`config.mk`:
```
export PLATFORM = sky130hd
export DESIGN_NAME = tmr_scrub_reg
export DESIGN_NICKNAME = d
export VERILOG_FILES = /design/src/rtl/tmr_pkg.sv /design/src/rtl/tmr_voter.sv /design/src/rtl/tmr_capture.sv /design/src/rtl/tmr_upset_counter.sv /design/src/rtl/tmr_scrub_reg.sv
export SDC_FILE = /design/constraint.sdc
export NUM_CORES = 1
export LEC_CHECK = 0
export BUFFER_PORTS_ARGS = -buffer_cell sky130_fd_sc_hd__buf_2
export CORE_MARGIN = 1
export CORE_UTILIZATION = 51
export DETAILED_ROUTE_END_ITERATION = 7
export PLACE_DENSITY = 0.78
export REMOVE_ABC_BUFFERS = 1
export SLEW_MARGIN = 20
export SYNTH_ARGS = -nofsm -noshare
export SYNTH_HDL_FRONTEND = slang
export SYNTH_SLANG_ARGS = --single-unit
```
`constraint.sdc`:
```
create_clock -name clk -period 1.9 [get_ports clk]
set_input_delay 0.095 -clock clk [delete_from_list [all_inputs] [get_ports clk]]
set_output_delay 0.095 -clock clk [all_outputs]
set_load 0.05 [all_outputs]
```
`src/rtl/tmr_pkg.sv`:
```
`timescale 1ns/1ps
package tmr_pkg;
  // Two-out-of-three vote, bit by bit.
  function automatic logic [63:0] vote3(input logic [63:0] a,
                                        input logic [63:0] b,
                                        input logic [63:0] c);
    return (a & b) | (b & c) | (a & c);
  endfunction

  // Saturating increment for a counter of the given width.
  function automatic logic [63:0] sat_inc(input logic [63:0] v,
                                          input logic [63:0] max_v);
    return (v == max_v) ? v : v + 64'd1;
  endfunction
endpackage

```
`src/rtl/tmr_voter.sv`:
```
`timescale 1ns/1ps
module tmr_voter #(
  parameter int W = 8
) (
  input  logic [W-1:0] a,
  input  logic [W-1:0] b,
  input  logic [W-1:0] c,
  output logic [W-1:0] y
);
  localparam int PAD = 64 - W;
  logic [63:0] wide;
  always_comb wide = tmr_pkg::vote3({{PAD{1'b0}}, a}, {{PAD{1'b0}}, b}, {{PAD{1'b0}}, c});
  assign y = wide[W-1:0];
endmodule

```
`src/rtl/tmr_capture.sv`:
```
`timescale 1ns/1ps
module tmr_capture #(
  parameter int W       = 8,
  parameter bit STAGGER = 1'b0,
  parameter int DLY     = 2
) (
  input  logic         clk,
  input  logic         rst_n,
  input  logic [W-1:0] din,
  output logic [W-1:0] s_a,
  output logic [W-1:0] s_b,
  output logic [W-1:0] s_c
);
  localparam int DEPTH = 2 * DLY;

  generate
    if (STAGGER) begin : g_stag
      logic [DEPTH-1:0][W-1:0] hist_q;
      always_ff @(posedge clk or negedge rst_n) begin
        if (!rst_n) begin
          hist_q <= '0;
        end else begin
          hist_q[0] <= din;
          for (int i = 1; i < DEPTH; i++) hist_q[i] <= hist_q[i-1];
        end
      end
      assign s_a = din;
      assign s_b = hist_q[DLY-1];
      assign s_c = hist_q[DEPTH-1];
    end else begin : g_flat
      assign s_a = din;
      assign s_b = din;
      assign s_c = din;
    end
  endgenerate
endmodule

```
`src/rtl/tmr_upset_counter.sv`:
```
`timescale 1ns/1ps
module tmr_upset_counter #(
  parameter int CNT_W = 16
) (
  input  logic             clk,
  input  logic             rst_n,
  input  logic             evt,
  output logic [CNT_W-1:0] count
);
  localparam logic [CNT_W-1:0] MAXV = '1;
  localparam int PAD = 64 - CNT_W;
  logic [63:0] nxt;
  always_comb nxt = tmr_pkg::sat_inc({{PAD{1'b0}}, count}, {{PAD{1'b0}}, MAXV});

  always_ff @(posedge clk or negedge rst_n) begin
    if (!rst_n)   count <= '0;
    else if (evt) count <= nxt[CNT_W-1:0];
  end
endmodule

```
`src/rtl/tmr_scrub_reg.sv`:
```
`timescale 1ns/1ps
module tmr_scrub_reg #(
  parameter int W       = 8,
  parameter int CNT_W   = 16,
  parameter bit STAGGER = 1'b0,
  parameter int DLY     = 2
) (
  input  logic             clk,
  input  logic             rst_n,
  input  logic             load,
  input  logic [W-1:0]     din,
  input  logic [W-1:0]     inj_a,
  input  logic [W-1:0]     inj_b,
  input  logic [W-1:0]     inj_c,
  output logic [W-1:0]     dout,
  output logic             mismatch,
  output logic [CNT_W-1:0] upset_count
);
  localparam int NCOPY = 3;

  logic [NCOPY-1:0][W-1:0] copy_q;
  logic [NCOPY-1:0][W-1:0] refresh_v;
  logic [NCOPY-1:0][W-1:0] cap_v;
  logic [NCOPY-1:0][W-1:0] flip_v;
  logic                    scrub_evt;

  assign flip_v = {inj_c, inj_b, inj_a};

  tmr_capture #(.W(W), .STAGGER(STAGGER), .DLY(DLY)) u_cap (
    .clk(clk), .rst_n(rst_n), .din(din),
    .s_a(cap_v[0]), .s_b(cap_v[1]), .s_c(cap_v[2])
  );

  // One private refresh voter per copy, so no single voter feeds all three.
  generate
    for (genvar k = 0; k < NCOPY; k++) begin : g_copy
      tmr_voter #(.W(W)) u_refresh (
        .a(copy_q[0]), .b(copy_q[1]), .c(copy_q[2]), .y(refresh_v[k])
      );
      always_ff @(posedge clk or negedge rst_n) begin
        if (!rst_n) copy_q[k] <= '0;
        else        copy_q[k] <= (load ? cap_v[k] : refresh_v[k]) ^ flip_v[k];
      end
    end
  endgenerate

  tmr_voter #(.W(W)) u_out (
    .a(copy_q[0]), .b(copy_q[1]), .c(copy_q[2]), .y(dout)
  );

  assign scrub_evt = (copy_q[0] != copy_q[1]) || (copy_q[1] != copy_q[2]);
  assign mismatch  = scrub_evt;

  tmr_upset_counter #(.CNT_W(CNT_W)) u_cnt (
    .clk(clk), .rst_n(rst_n), .evt(scrub_evt), .count(upset_count)
  );
endmodule

```
; Yosys cells after proc, flatten, opt, wreduce, memory -nomap -nowiden
; Index checks and enable logic that the tools add are counted.
[op_classes]
add_sub_neg = 1
n_eq_ne = 3
n_mux = 1
bitwise = 9
n_reduce_logical = 2
[ops]
columns = op, count
row1 = 8-bit AND, 3
row2 = 8-bit bitwise XOR, 3
row3 = "16-bit by 1-bit adder with 16-bit output, second input constant", 1
row4 = "16-bit == test, second input constant", 1
row5 = 8-bit != test, 2
row6 = 8-bit bitwise OR, 2
row7 = 8-bit two-way mux, 1
row8 = 2-bit AND reduction, 1
row9 = 1-bit logical OR, 1
row10 = 1-bit inverter, 1
[word_totals]
reg_bits = 40
in_bits = 35

; Depth between registers and ports, before layout
; Gate-level depths: netlist of the first run.
[depth]
depth_word = 5
mapped_depth = 7
ltp_nobuf = 6

; Cells and area by module
; From an unflattened synthesis of the first run, not the netlist that was laid out.
[unflattened]
hier_cells = 221
area_unflattened_um2 = 2542.4
[modules_own_cells]
columns = mod, n_inst, cells_each, area_per_inst_um2, seq_area_each_um2
row1 = tmr_scrub_reg, 1, 96, 1201.2, 600.6
row2 = tmr_upset_counter, 1, 69, 800.8, 400.4
row3 = tmr_voter, 4, 8, 90.1, 0.0
row4 = tmr_capture, 1, 24, 180.2, 0.0

; Least setup slack after synthesis of the first run
; No wires, ideal clock.
[synth_timing]
path_kind = register to register
from = register u_cnt.count[0]
to = register u_cnt.count[11]
setup_time_ps = 82
arrival_ps = 1798
required_ps = 1818
path_slack_ps = 20
stages_incl_launch_ff = 7
path_cell_list = dfrtp_1 ha_1 nand3_1 and4bb_1 buf_6 nor4b_2 xor2_1
[synth_via]
elab_chain_len = 3
elab_cells_between_ends = 4
cone_classes = add/sub: 1 / eq/ne: 1 / bitwise: 1 / reduce/logical: 1
[synth_rtl]
columns = element, line
row1 = "start, declared", tmr_upset_counter.sv:8  ; output logic [CNT_W-1:0] count
row2 = "start signal, assigned", tmr_upset_counter.sv:17  ; else if (evt) count <= nxt[CNT_W-1:0];
row3 = "parallel branches: the longest is 3 deep, another holds 16-bit by 1-bit adder with 16-bit output", n/a
; Parallel ways; which one is timed is not known.
; A chain may end at the register's enable or synchronous reset.

; Worst setup path in the final report of the first run
[layout_timing]
from = register copy_q[13] (netlist name)
to = output port mismatch
[layout_via]
elab_chain_len = 2
elab_cells_between_ends = 3
cone_classes = eq/ne: 2 / reduce/logical: 1
[layout_rtl]
columns = element, line
row1 = "start, declared", tmr_scrub_reg.sv:21  ; logic [NCOPY-1:0][W-1:0] copy_q;
row2 = "start signal, assigned by index", tmr_scrub_reg.sv:42  ; else copy_q[k] <= (load ? cap_v[k] : refresh_v[k]) ^ flip_v[k];
row3 = 8-bit != test, tmr_scrub_reg.sv:51  ; assign scrub_evt = (copy_q[0] != copy_q[1]) || (copy_q[1] != copy_q[2]);
row4 = 1-bit logical OR *, tmr_scrub_reg.sv:51
row5 = "end, declared", tmr_scrub_reg.sv:16  ; output logic mismatch,
; Mark *: on every way between the ends. The rest lies on a longest branch, timed or not.

==> flow_summary.yaml, run 1 <==
worst_setup_path:
  path_max_fanout: 2
  worst_path_max_delay_cell: "dfrtp_1"
  crit_family: "simple AND/OR/NAND/NOR gates"
  reg2reg_depth: 8
  r2r_setup_slack_ns: 0.0008
  critical_path_class: "register to output port"
  cp-start-kind: "register"
  cp.buffers_inverters: 3
  slowest_delay_ns: 0.44
  r2r_start: "copy_q[15]"
  critPathCapture: "mismatch"
  cp_cell_sequence: "ha_4, nor4_4, and4_4, buf_12, inv_8, buf_8"
  required_ns: 1.80
  r2r_end: "u_cnt.count[15]"
  cp.arrival_ns: 1.80
  endpoint_kind: "output port"
  cp.depth: 6
  critPathLaunch: "copy_q[13]"
timing:
  setup_tns_ns: 0
  period_share_pct: 100
  tightest_slew_ns: 0.869
  fin_crit_ns: 1.90
  report.final.slew_viol_count: 0
  final-hold-violation-count: 1
  hold_ws_ns: -0.00193
  fin_ws_ns: 0.000801
  maxSlewHeadroom_pct: 42.1
  fin_skew_ns: 0.00578
  setup_viol: 0
  max_freq_mhz: 527
  rsz0062_at_grt: "yes"
floorplan:
  core_area_mm2: 0.00374
  io_pins: 60
  dieHeight_um: 64.9
  initial_core_util_pct: 54.0
  die_w_um: 64.9
  rows: 22
  die_area_mm2: 0.00422
synth:
  yosysTopAreaCell: "dfrtp_1"
  synthArstFlopShare_pct: 100
  synthDominantCellAreaShare_pct: 49.5
  synth_edf_count: 0
  synthTopCellsByCount: "dfrtp_1, xnor2_1, ha_1"
  avgSynthCellArea_um2: 13.0
  yosysMostFrequentCell: "dfrtp_1"
  seq_area_frac_synth_pct: 49.5
  synthTopCellsByArea: "dfrtp_1, xnor2_1, ha_1"
  synth_cell_type_count: 27
  synth_cells: 155
  synth-seq-cells: 40
  synth_flop_cell: "dfrtp_1"
  yosysWarnings: 0
  netlist_area_mm2: 0.00202
outcome:
  violations: "negative hold slack"
  outcome: "finished with violations"
power:
  p_leak_uw: 0.00136
  power_uw: 4290
  switching_share_pct: 45.5
  pwr-share-seq_pct: 33.2
  internal-power_uw: 2340
  cellPowerDensity_mw_per_mm2: 1500
  pwr-share-comb_pct: 53.5
  irDropWorstVdd_v: 0.00113
  pwr-share-clk_pct: 13.3
  switching_power_uw: 1950
route:
  post-route-drc-count: 0
  final_antenna_net_count: 0
  vias: 1570
  drt_pass1_iterations: 4
  wl_um: 4510
  wl_per_cell_um: 15.2
  viasPerCell: 5.29
  drt-initial-drc-count: 57
global_route:
  grtUsageMet1_pct: 26.1
  grt_pass1_vias: 1611
  grt_max_degree: 41
  grt_usage_pct: 22.7
  top_usage_layer: "met2"
  grt_pass1_wl_um: 7100
  antenna_found_initial: 0
  grt_overflow: 0
  met2_usage_pct: 40.5
  grt_use_met3_pct: 5.99
placement:
  port_buffers: 59
  place.detailed.hpwl_um: 2780
  pre_cts_ws_ns: 0.00932
  place.gp.congestion: 0.785
hold_path:
  hold_depth: 2
  min_path_type: "input port to register"
cells_and_area:
  n_antenna_cell: 0
  register_area_mm2: 0.00100
  drive_gt1_share_pct: 39.0
  fillers: 259
  nNetsFinal: 300
  multi_input_area_mm2: 0.00110
  fin_util_pct: 76.4
  area_delta_synth_final_pct: 41.6
flow_run:
  maxCapViolations: 0
cts:
  ctsRootBufferMaster: "clkbuf_8"
  cts_tree: "built"
  clk_pin_slew_ns: 0.08
  clock_sinks: 40
  numCtsBuffers: 5
  clk_path_buf_depth: 2
  cts_htree_levels: 2
  clk-insertion-delay-late_ns: 0.29
[timing repair]
action / in CTS / in global routing
endpoints found under the hold margin: 58 / 0
gates resized for setup: 11 / 8
setup endpoints to repair: 2 / 16
hold buffers: 19 / 0
pin swaps: 4 / 7
setup buffers: 4 / 0
[power by group through the flow]
stage	clock (uW)	sequential, uW	combinational [uW]
5_1_grt	624	1460	2480
6_report	573	1420	2290
2_1_floorplan	0	1500	1320
3_3_place_gp	0	1370	1890
4_1_cts	581	1370	2100
3_5_place_dp	0	1390	1910
[stage by stage]
| step | instances | instance area (um2) |
|---|---|---|
| finish | 297 | 2860 |
| global route | 297 | 2860 |
| CTS | 297 | 2780 |
| detailed placement | 266 | 2420 |
| global placement | 266 | 2420 |
| floorplan | 152 | 2000 |
[worst reg2reg max path: stages, from the launching register on]
cell and delay [ns]:
dfrtp_1 0.41, buf_4 0.15, ha_4 0.28, nor4_4 0.04
and4_4 0.15, buf_12 0.13, buf_6 0.14, nor4_2 0.33
xor2_1 0.19
[state kept, by name, summed over array words and instances (netlist names)]
register     flops
copy_q          24
u_cnt.count     16
[metal layers]
layer / vias to the layer above / share of wire [%]
met3: 10 / 4.3
met4: 0 / 1.7
li1: 747 / -
met2: 46 / 53
met5: - / 0
met1: 767 / 41
[placed cells by master (no fill, tap or decap), drive strengths merged, types with 3 or more instances in the layout]
master / count
mux2i: 8
nand3: 3
dfrtp: 40
nand2: 4
ha: 17
nor4: 8
dlygate4sd3: 19
and4: 4
xnor2: 28
nand4: 5
a211o: 8
buf: 70
nor3: 4
clkbuf: 6
xor2: 11
[cells by family after synthesis]
group           Yosys count  share of synthesized area [%]
compound gates            9                           3.84
xor+xnor                 39                           16.9
fa+ha+maj                17                           10.5
buf+inv                   4                           1.36
flops                    40                           49.5
mux                       9                           4.52
simple gates             37                           13.3
[worst min path at each step]
stage / from / slack, ns / endpoint
floorplan: rst_n / -0.20 / copy_q[0]
global placement: rst_n / 0.25 / copy_q[2]
detailed placement: rst_n / 0.26 / copy_q[5]
CTS: inj_c[5] / 0.002 / copy_q[21]
global route: inj_c[5] / 0.0007 / copy_q[21]
finish: inj_c[5] / -0.002 / copy_q[21]
[final cells by class]
type                            count  share of cell area [%]
Multi-Input combinational cell    111                    38.5
Sequential cell                    40                    35.0
Timing Repair Buffer               89                    20.8
Clock buffer                        6                    2.89
Tap cell                           48                    2.10
Inverter                            1                   0.394
Clock inverter                      2                   0.350
Note: power is estimated with default switching activity, not from simulation.
==> run 2: changes to the inputs <==
--- a/config.mk
+++ b/config.mk
@@ -7,11 +7,12 @@
 export LEC_CHECK = 0
 export BUFFER_PORTS_ARGS = -buffer_cell sky130_fd_sc_hd__buf_2
 export CORE_MARGIN = 1
-export CORE_UTILIZATION = 51
+export CORE_UTILIZATION = 54
 export DETAILED_ROUTE_END_ITERATION = 7
-export PLACE_DENSITY = 0.78
+export PLACE_DENSITY = 0.79
 export REMOVE_ABC_BUFFERS = 1
 export SLEW_MARGIN = 20
 export SYNTH_ARGS = -nofsm -noshare
 export SYNTH_HDL_FRONTEND = slang
+export SYNTH_HIERARCHICAL = 1
 export SYNTH_SLANG_ARGS = --single-unit
==> constraint.sdc (replaced) <==
create_clock -name clk -period 1.9 [get_ports clk]
set_input_delay 0.38 -clock clk [delete_from_list [all_inputs] [get_ports clk]]
set_output_delay 0.38 -clock clk [all_outputs]
set_load 0.05 [all_outputs]
==> run 2 against run 1 <==
The run ends with design-rule violations, negative setup slack left; total power hardly changed; maximum frequency fell by 12%; combinational power is 2% higher; register-to-register slack worse by 0.19 ns; non-clock buffer count up 7; worst setup slack lost 0.27 ns; clock skew down 0.0038 ns; count of clock-buffer cells in the layout is 2 higher.
==> flow_summary.yaml, run 2 <==
power:
  internal-power_uw: 2490
  pwr-share-clk_pct: 13.3
  switching_power_uw: 1800
  cellPowerDensity_mw_per_mm2: 1330
  switching_share_pct: 41.9
  irDropWorstVdd_v: 0.000913
  pwr-share-seq_pct: 32.1
  pwr-share-comb_pct: 54.6
  p_leak_uw: 0.00155
synth:
  yosysTopAreaCell: "dfrtp_1"
  synthDominantCellAreaShare_pct: 39.4
  yosysWarnings: 6
  synth-seq-cells: 40
  synthTopCellsByCount: "dfrtp_1, maj3_2, xnor2_1"
  yosysMostFrequentCell: "dfrtp_1"
  netlist_area_mm2: 0.00254
  seq_area_frac_synth_pct: 39.4
  synth_flop_cell: "dfrtp_1"
  synth_edf_count: 0
  synthArstFlopShare_pct: 100
  synthTopCellsByArea: "dfrtp_1, maj3_2, mux2i_1"
  synth_cell_type_count: 32
  synth_cells: 221
  avgSynthCellArea_um2: 11.5
cts:
  ctsRootBufferMaster: "clkbuf_8"
  clk_path_buf_depth: 2
  postCtsHoldBufs: 0
  cts_htree_levels: 2
  cts_tree: "built"
  clk-insertion-delay-late_ns: 0.29
  numCtsBuffers: 5
  clk_pin_slew_ns: 0.07
  clock_sinks: 40
cells_and_area:
  regMostFlops: "copy_q"
  drive_gt1_share_pct: 55.4
  nNetsFinal: 333
  n_antenna_cell: 0
  reg_top3: "copy_q x24, u_cnt/count x16"
  largest_reg_flops: 24
  fin_util_pct: 72.5
  final_common_cell: "buf_2"
  area_delta_synth_final_pct: 26.7
  layout_common_cells: "buf_2, dfrtp_1, buf_4, maj3_2, xnor2_1"
route:
  drt_pass1_iterations: 6
  final_antenna_net_count: 0
  post-route-drc-count: 8
  wl_per_cell_um: 14.7
  wl_um: 5130
  drt-initial-drc-count: 73
  viasPerCell: 5.37
  vias: 1880
worst_setup_path:
  cp.arrival_ns: 1.79
  endpoint_kind: "output port"
  path_max_fanout: 3
  critical_path_class: "register to output port"
  r2r_end: "u_cnt/count[5]"
  required_ns: 1.52
  cp-start-kind: "register"
  r2r_start: "copy_q[16]"
  reg2reg_depth: 8
  r2r_setup_slack_ns: -0.19
hold_path:
  min_path_type: "input port to async pin"
timing:
  report.final.slew_viol_count: 0
  fin_crit_ns: 2.17
  maxSlewHeadroom_pct: 47.3
  fin_ws_ns: -0.268
  final-hold-violation-count: 0
  tightest_slew_ns: 0.784
  setup_viol: 16
  fin_skew_ns: 0.00198
  period_share_pct: 114
  rsz0062_at_grt: "yes"
  max_freq_mhz: 461
placement:
  place.gp.congestion: 0.782
  pre_cts_ws_ns: -0.231
  port_buffers: 59
  place.detailed.hpwl_um: 3560
global_route:
  grt_usage_pct: 21.7
  grt_max_degree: 41
  grt_overflow: 0
  grt_pass1_vias: 1872
  grt_pass1_wl_um: 8450
  antenna_found_initial: 0
floorplan:
  die_area_mm2: 0.00499
  core_area_mm2: 0.00444
  initial_core_util_pct: 57.2
  dieHeight_um: 70.6
  die_w_um: 70.6
  rows: 24
  io_pins: 60
flow_run:
  maxCapViolations: 0
outcome:
  outcome: "finished with violations"
  violations: "design-rule violations, negative setup slack"
## run 2: power by group through the flow
stage	Combinational [uW]	Sequential, uW	Clock [uW]
floorplan	1240	1620	0
global placement	2210	1320	0
detailed placement	2250	1340	0
CTS	2320	1340	593
global route	2510	1410	641
finish	2340	1380	571
## run 2: metal layers
metal / global-route usage [%] / part of all wire (%)
met4: 7.78 / 1.6
met5: 0 / 0
met3: 5.27 / 4.5
met2: 36.4 / 51
met1: 27.5 / 43
## run 2: area by class of cell
class / count / area, um2
Clock buffer: 8 / 90.1
Fill cell: 317 / 1220
Inverter: 1 / 3.75
Multi-Input combinational cell: 153 / 1460
Sequential cell: 40 / 1000
Tap cell: 52 / 65.1
Timing Repair Buffer: 96 / 602
## run 2: through the flow
step	instance area [um2]	setup TNS [ns]	hold WS (ns)	total power [uW]	cells
floorplan	2340	-5.83	0.0844	2870	194
global placement	2950	-1.61	0.458	3530	336
detailed placement	2950	-2.00	0.468	3590	336
CTS	3170	-2.73	0.150	4260	349
global route	3220	-3.51	0.175	4560	350
finish	3220	-2.27	0.144	4290	350
## run 2: cells by family after synthesis
kind of cell             synth area share [%]
multiplexers                             9.89
adder cells (fa/ha/maj)                  14.7
AND/OR/NAND/NOR                          12.5
AO/OA/AOI/OAI                            3.10
buffers and inverters                    8.02
XOR/XNOR                                 12.4
flip-flops                               39.4
## run 2: repair_timing
item                       CTS  global route
resized for setup           20            10
setup endpoints to repair   16            18
buffers inserted             5             2
pin swaps                    6             7
## run 2: worst max path at each step
stage | startpoint | to | slack (ns) | cells past startpoint
finish | copy_q[16] | mismatch | -0.27 | 5
global route | copy_q[1] | mismatch | -0.33 | 5
CTS | copy_q[20] | mismatch | -0.33 | 5
detailed placement | copy_q[4] | u_cnt/count[9] | -0.23 | 7
global placement | copy_q[4] | u_cnt/count[11] | -0.18 | 7
floorplan | copy_q[0] | u_cnt/count[9] | -0.51 | 7
## run 2: critical path, cell delays in order, from the launching register on
cell and delay (ns):
dfrtp_1 0.40, nor3_2 0.17, o22ai_1 0.09, or4_4 0.55, buf_6 0.14, buf_8 0.14
==> run 3: changes to the inputs <==
--- a/config.mk
+++ b/config.mk
@@ -6,6 +6,7 @@
 export NUM_CORES = 1
 export LEC_CHECK = 0
 export BUFFER_PORTS_ARGS = -buffer_cell sky130_fd_sc_hd__buf_2
+export CORE_ASPECT_RATIO = 1.2
 export CORE_MARGIN = 1
 export CORE_UTILIZATION = 54
 export DETAILED_ROUTE_END_ITERATION = 7
==> run 3 against run 2 <==
The run ends with negative setup slack left; sequential power about the same; design area down 0.85%; sequential cell count unchanged; critical endpoint unchanged; largest power group unchanged; clock skew up 0.0032 ns; via count down 1.2%; sequential share of layout area up 0.27 points; die area about the same; largest cell class unchanged; core utilization down 2.5 points; cell count up 0.57%.
==> flow_summary.yaml, run 3 (same netlist as run 2, synthesis figures left out) <==
outcome:
  outcome: "finished with violations"
  violations: "negative setup slack"
worst_setup_path:
  critical_path_class: "register to output port"
  r2r_start: "copy_q[3]"
  slowest_delay_ns: 0.54
  cp.arrival_ns: 1.78
  endpoint_kind: "output port"
  worst_path_max_delay_cell: "or4_4"
  reg2reg_depth: 7
  r2r_setup_slack_ns: -0.20
  cp_cell_sequence: "nor3_2, o22ai_1, or4_4, buf_6, buf_8"
  path_max_fanout: 3
  required_ns: 1.52
  r2r_end: "u_cnt/count[6]"
  cp-start-kind: "register"
cells_and_area:
  fin_util_pct: 70.0
  area_delta_synth_final_pct: 25.6
  final_common_cell: "buf_2"
  largest_reg_flops: 24
  nNetsFinal: 329
  drive_gt1_share_pct: 55.1
  n_antenna_cell: 0
  layout_common_cells: "buf_2, dfrtp_1, maj3_2, buf_4, xnor2_1"
  regMostFlops: "copy_q"
  reg_top3: "copy_q x24, u_cnt/count x16"
global_route:
  grt_overflow: 0
  met2_usage_pct: 36.6
  top_usage_layer: "met2"
  grt_use_met3_pct: 6.55
  grt_pass1_wl_um: 8020
  grtUsageMet1_pct: 24.0
  grt_pass1_vias: 1810
  antenna_found_initial: 0
  grt_usage_pct: 21.3
  grt_max_degree: 41
placement:
  port_buffers: 59
  place.detailed.hpwl_um: 3440
  place.gp.congestion: 0.787
timing:
  fin_skew_ns: 0.00519
  report.final.slew_viol_count: 0
  period_share_pct: 114
  final-hold-violation-count: 0
  max_freq_mhz: 464
  setup_viol: 16
  tightest_slew_ns: 0.571
  rsz0062_at_grt: "yes"
  fin_ws_ns: -0.257
  maxSlewHeadroom_pct: 61.6
  fin_crit_ns: 2.16
  setup_tns_ns: -2.21
power:
  power_uw: 4190
  p_leak_uw: 0.00152
  cellPowerDensity_mw_per_mm2: 1310
  irDropWorstVdd_v: 0.000881
cts:
  clk-insertion-delay-late_ns: 0.30
  clk_path_buf_depth: 2
  cts_tree: "built"
  ctsRootBufferMaster: "clkbuf_8"
  clock_sinks: 40
  cts_htree_levels: 2
  numCtsBuffers: 5
  clk_pin_slew_ns: 0.08
floorplan:
  dieHeight_um: 77.2
  die_w_um: 64.6
  core_area_mm2: 0.00456
  die_area_mm2: 0.00499
  initial_core_util_pct: 55.7
  io_pins: 60
  rows: 27
flow_run:
  maxCapViolations: 0
hold_path:
  min_path_type: "input port to async pin"
route:
  final_antenna_net_count: 0
  wl_per_cell_um: 13.7
  drt_pass1_iterations: 5
  drt-initial-drc-count: 85
  wl_um: 4810
  viasPerCell: 5.28
  post-route-drc-count: 0
  vias: 1858
run 3: stage by stage:
step | cells | setup WS, ns | instance area [um2] | hold WS, ns
floorplan | 194 | -0.508 | 2340 | 0.0844
global placement | 341 | -0.163 | 2940 | 0.462
detailed placement | 341 | -0.177 | 2940 | 0.468
CTS | 351 | -0.270 | 3150 | 0.144
global route | 352 | -0.366 | 3190 | 0.162
finish | 352 | -0.257 | 3190 | 0.129
run 3: critical path, delay by kind of cell (launching register included):
kind                   cells  cell delay [ns]
AOI/OAI and AO/OA          1             0.09
DFF                        1             0.40
and+or+nand+nor            2             0.71
buffers and inverters      2             0.28
run 3: how the worst max path moves through the flow:
stage,from,to,slack (ns),cells past startpoint
3_3_place_gp,copy_q[1],u_cnt/count[9],-0.16,7
3_5_place_dp,copy_q[6],u_cnt/count[9],-0.18,7
4_1_cts,copy_q[4],mismatch,-0.27,5
2_1_floorplan,copy_q[0],u_cnt/count[9],-0.51,7
5_1_grt,copy_q[4],mismatch,-0.37,5
6_report,copy_q[3],mismatch,-0.26,5
run 3: final cells by class:
cell class                 instances  area [um2]
inverter                           1        3.75
clock buffer                       6        82.6
clock inverter                     2        10.0
timing repair buffer              92         561
tap                               58        72.6
multi-input combinational        153        1460
fill                             357        1370
sequential                        40        1000
run 3: power breakdown:
part / switching [uW] / total [uW] / internal, uW
registers: 249 / 1350 / 1100
logic: 1210 / 2250 / 1040
clock network: 296 / 586 / 290
total: 1760 / 4190 / 2430
run 3: repair_timing:
| action | 4_1_cts | 5_1_grt |
|---|---|---|
| pin swaps | 6 | 2 |
| setup endpoints to repair | 16 | 17 |
| resized for setup | 23 | 6 |
| hold buffers | 0 | 0 |
| buffers inserted | 2 | 1 |
run 3: metal layers:
metal	up-vias	wire length (um)
li1	920	-
met1	867	1990
met2	62	2480
met3	9	249
met4	0	97
met5	-	0
